$ cat src/rtl/comma_aligner.sv
module comma_aligner #(
  parameter int WLEN = 10,
  parameter logic [WLEN-1:0] COMMA = 10'b0101111100
) (
  input  logic            bit_clk,
  input  logic            rst,
  input  logic            align_en,
  input  logic            ser_in,
  output logic [WLEN-1:0] word_out,
  output logic            wclk_even,
  output logic            wclk_odd,
  output logic            comma_pulse
);
  localparam int CW = $clog2(WLEN);
  localparam int RW = $clog2(WLEN + 1);

  typedef enum logic [1:0] {RUN, STRETCH, GAP} stage_t;

  logic [WLEN-1:0] shreg, slot0, slot1;
  logic            par0, par1;
  logic [CW-1:0]   bcnt;
  stage_t          stage;

  wire [WLEN-1:0] shnext  = {ser_in, shreg[WLEN-1:1]};
  wire            at_bnd  = (bcnt == CW'(WLEN - 1));
  wire            hit     = align_en && (shnext == COMMA);
  wire            keep    = at_bnd && par0 && (stage == RUN);
  wire            realign = hit && !keep;

  always_ff @(posedge bit_clk) begin
    if (rst) begin
      shreg       <= '0;
      slot0       <= '0;
      slot1       <= '0;
      par0        <= 1'b1;
      par1        <= 1'b0;
      bcnt        <= '0;
      stage       <= RUN;
      word_out    <= '0;
      wclk_even   <= 1'b0;
      wclk_odd    <= 1'b0;
      comma_pulse <= 1'b0;
    end else begin
      shreg       <= shnext;
      comma_pulse <= hit;
      if (realign) begin
        bcnt  <= '0;
        slot0 <= shnext;
        par0  <= 1'b0;
        stage <= STRETCH;
      end else if (at_bnd) begin
        bcnt  <= '0;
        slot0 <= shnext;
        par0  <= ~par0;
        slot1 <= slot0;
        par1  <= par0;
        case (stage)
          STRETCH: begin
            wclk_even <= 1'b0;
            wclk_odd  <= 1'b0;
            stage     <= GAP;
          end
          default: begin
            word_out  <= slot1;
            wclk_even <= ~par1;
            wclk_odd  <= par1;
            stage     <= RUN;
          end
        endcase
      end else begin
        bcnt <= bcnt + 1'b1;
      end
    end
  end

  logic          seen_even, seen_odd;
  logic [RW-1:0] run_even, run_odd;

  always_ff @(posedge bit_clk) begin
    if (rst) begin
      seen_even <= 1'b0;
      seen_odd  <= 1'b0;
      run_even  <= RW'(WLEN);
      run_odd   <= RW'(WLEN);
    end else begin
      seen_even <= wclk_even;
      seen_odd  <= wclk_odd;
      if (wclk_even != seen_even) run_even <= RW'(1);
      else if (run_even != RW'(WLEN)) run_even <= run_even + 1'b1;
      if (wclk_odd != seen_odd) run_odd <= RW'(1);
      else if (run_odd != RW'(WLEN)) run_odd <= run_odd + 1'b1;
    end
  end

  a_r5_clocks_exclusive: assert property (@(posedge bit_clk) disable iff (rst)
    !(wclk_even && wclk_odd));

  a_r9_even_phase_min: assert property (@(posedge bit_clk) disable iff (rst)
    (wclk_even != seen_even) |-> (run_even >= RW'(WLEN)));

  a_r9_odd_phase_min: assert property (@(posedge bit_clk) disable iff (rst)
    (wclk_odd != seen_odd) |-> (run_odd >= RW'(WLEN)));

  a_r10_word_hold: assert property (@(posedge bit_clk) disable iff (rst)
    (word_out != $past(word_out)) |-> ($rose(wclk_even) || $rose(wclk_odd)));

  a_r3_quiet_when_off: assert property (@(posedge bit_clk) disable iff (rst)
    !$past(align_en) |-> !comma_pulse);

  a_r2_single_pulse: assert property (@(posedge bit_clk) disable iff (rst)
    comma_pulse |=> !comma_pulse);
endmodule

$ cat config.mk
export PLATFORM = sky130hd
export DESIGN_NAME = comma_aligner
export DESIGN_NICKNAME = d
export VERILOG_FILES = /design/src/rtl/comma_aligner.sv
export SDC_FILE = /design/constraint.sdc
export NUM_CORES = 1
export LEC_CHECK = 0
export ABC_AREA = 1
export BUFFER_PORTS_ARGS = -buffer_cell sky130_fd_sc_hd__buf_2
export CAP_MARGIN = 20
export CORE_AREA = 2 2 84 86
export CTS_CLUSTER_DIAMETER = 60
export DETAILED_ROUTE_END_ITERATION = 7
export DIE_AREA = 0 0 86 88
export SLEW_MARGIN = 20
export SYNTH_ARGS = -nofsm -noshare
export SYNTH_HDL_FRONTEND = slang
export SYNTH_SLANG_ARGS = --single-unit
$ cat constraint.sdc
create_clock -name bit_clk -period 1.85 [get_ports bit_clk]
set_input_delay 0.37 -clock bit_clk [delete_from_list [all_inputs] [get_ports bit_clk]]
set_output_delay 0.37 -clock bit_clk [all_outputs]
set_load 0.01 [all_outputs]
==> results.yml <==
global_route:
  first_pass_grt_wire_length_um: 6527
  grt_start_max_net_pins: 27
  grt_antenna_before_repair: 0
  globalRouteOverflowTotal: 0
  via_count_of_the_first_global_routing_pass: 1414
  grt_resource_usage_total: 0.1105
critical_path:
  worst_ep_arrival_time_ns: 1.84
  cp_max_fo: 12
  cpLargestDelayFamily: "simple AND/OR/NAND/NOR gates"
  cp_slowest_cell: "sky130_fd_sc_hd__dfxtp_1"
  sort_of_element_at_the_end_of_the_critical_path: "flop"
  cp_data_required_time_ns: 2.10
  cpPeakStageDelay_ns: 0.39
  crit_path_cell_trace: "ha_1 -> nand2_2 -> nor2_8 -> nand3_4 -> nand3_4 -> nand3_2 -> nand2_1 -> nand2_1 -> inv_1"
  startpoint_class: "flop"
  cp.buffers_inverters: 1
  setup.worst_path.class: "reg -> reg"
final_layout:
  net_count_of_the_finished_layout: 297
  fillerInstances: 684
  flow.area_growth_from_synthesis_pct: 14.83
  inserted_diodes: 0
  sequential_area_um2: 1001
  final_layout_size_suffix_gt1_frac: 0.1370
  multi_input_comb_area_um2: 813.3
route:
  detail_route.wirelength_um: 3892
  drt.antenna.violating_nets: 0
  detailedRoute.firstPassIterationCount: 6
  drt_iter0_drc: 115
  wl_per_cell_um: 10.46
  drt_drc_violations_left: 0
  viasPerCell: 4.323
  dr_total_vias: 1608
power_and_ir_drop:
  p_leak_uw: 0.001133
  design_power_total_uw: 2079
  power.density_cell_area_nw_per_um2: 872.2
  ir_drop_mv: 0.3153
clock_network:
  clock-root-buffer: "sky130_fd_sc_hd__clkbuf_8"
  post_cts_hold_buffer_count: 0
  worst_skew_pair.late_latency_ns: 0.30
  cts.clk_slew.worst_paths_ns: 0.09
  clock_tree.htree_level_count: 2
  cts_buffers: 5
  cts_sinks: 50
  clock_tree.buffer_depth: 2
  cts_setup_buffers: 0
  cts_tree: "built"
yosys:
  synth.yosys.seq_area_share: 0.4822
  netlist-cell-type-count: 25
  postSynthNetCount: 282
  syn_inst: 276
  postSynthRegisterBits: 50
  syn_area_per_cell_um2: 7.521
  synth_warnings: 0
  netlist_area_um2: 2076
die:
  io_pins: 17
  initial_util: 0.3124
  fp-row-count: 30
  core_area_um2: 6644
  die_height_um: 88
  die_width_um: 86
  die_area_um2: 7568
sta:
  grt_setup_unrepaired: "no"
  maxClockFrequency_mhz: 630.1
  layout_worst_path_cycle_share: 0.8579
  setup_total_neg_slack_ns: 0
  worst_slew_pin_slew_ns: 0.2782
  slew_violations: 0
  final-setup-viol-count: 0
  finalCriticalPeriod_ns: 1.587
  worst_slew_margin_rel: 0.8138
  finalClockSkew_ns: 0.009376
  final_hold_viol_count: 0
placed_design:
  gpl_wtd_cong: 0.8533
  place.port_buffers: 16
  dp_hpwl_um: 2660
status:
  outcome: "completed"
hold_path:
  min_path_type: "in -> reg"
flow_run:
  drv.max_cap_violation_count: 0
-- metal layers --
metal,vias up,GRT usage,share of wire
li1,875,-,-
met4,0,0.04762,0.011
met1,708,0.1461,0.50
met3,4,0.03205,0.034
met5,-,0,0
met2,21,0.1684,0.45
-- path summary, 6_finish.rpt --
| path | endpoint | start | slack, ns | cells past startpoint |
|---|---|---|---|---|
| setup / recovery | slot0[2] | bcnt[0] | 0.26 | 9 |
| hold / removal | slot0[9] | rst | 0.33 | 2 |
| setup reg to reg | slot0[2] | bcnt[0] | 0.26 | 9 |
| hold reg to reg | shreg[6] | shreg[7] | 0.44 | 2 |
-- cells in the mapped netlist, drive strengths merged --
cell	n	share of area
inv	46	0.083
buf	10	0.037
nand3b	1	0.0036
ha	2	0.012
a21oi	22	0.053
nand2	54	0.099
nor3	1	0.0048
clkinv	1	0.0018
dfxtp	50	0.48
or2	1	0.0030
xor2	1	0.0042
xnor2	1	0.0042
nand4	1	0.0030
nor2	37	0.078
o21ai	4	0.0096
nand3	40	0.11
clkbuf	4	0.0072
-- logic make-up after synthesis --
logic type               count (synthesis)  share of synthesized area
AND/OR/NAND/NOR                        135                     0.3050
buffers and inverters                   61                     0.1296
flip-flops                              50                     0.4822
AO/OA/AOI/OAI                           26                    0.06269
XOR/XNOR                                 2                   0.008440
adder cells (fa/ha/maj)                  2                    0.01205
-- stage by stage --
step / hold slack, ns / std cells / cell area, um^2 / utilization / setup WS (ns)
2_1_floorplan: 0.4142 / 276 / 2076 / - / 0.4880
3_3_place_gp: 0.4273 / 364 / 2233 / 0.3362 / 0.2524
3_5_place_dp: 0.4355 / 364 / 2233 / 0.3362 / 0.1911
4_1_cts: 0.3265 / 372 / 2376 / 0.3576 / 0.1813
5_1_grt: 0.3281 / 372 / 2384 / 0.3588 / 0.08318
6_report: 0.3346 / 372 / 2384 / 0.3588 / 0.2630
-- cell usage in the layout, fill, tap and decap left out, drive strengths merged --
| cell type | netlist | routed |
|---|---|---|
| o21ai | 4 | 4 |
| dfxtp | 50 | 50 |
| nand2 | 54 | 54 |
| xnor2 | 1 | 1 |
| nand3b | 1 | 1 |
| or2 | 1 | 1 |
| clkinv | 1 | 1 |
| ha | 2 | 2 |
| buf | 10 | 22 |
| nor3 | 1 | 1 |
| nand4 | 1 | 1 |
| bufinv | 0 | 2 |
| inv | 46 | 46 |
| nand3 | 40 | 40 |
| clkbuf | 4 | 6 |
| nor2 | 37 | 37 |
| a21oi | 22 | 22 |
| xor2 | 1 | 1 |
-- timing repair --
action,4_1_cts,5_1_grt
hold endpoints to repair,0,0
gates resized for setup,0,1
setup endpoints to repair,0,2
-- where the power goes --
group | switching [uW] | total, uW | leakage [uW] | internal [uW]
registers | 8.79 | 1090 | 0.000404 | 1090
logic | 41.0 | 64.5 | 0.000657 | 23.5
clock network | 343 | 920 | 0.0000714 | 576
-- cell type report --
type / count / area share
multi-input combinational: 165 / 0.3412
sequential: 50 / 0.4199
clock buffer: 6 / 0.03465
tap: 80 / 0.04199
inverter: 47 / 0.07402
timing repair buffer: 22 / 0.06299
clock inverter: 2 / 0.02520
-- sequential cells by signal (all words and copies together) (netlist names) --
signal / flops
bcnt: 4
wclk_even: 1
par0: 1
slot1: 10
slot0: 10
shreg: 9
wclk_odd: 1
par1: 1
stage: 2
word_out: 10
comma_pulse: 1
No activity file was read; power rests on OpenSTA's default activity.
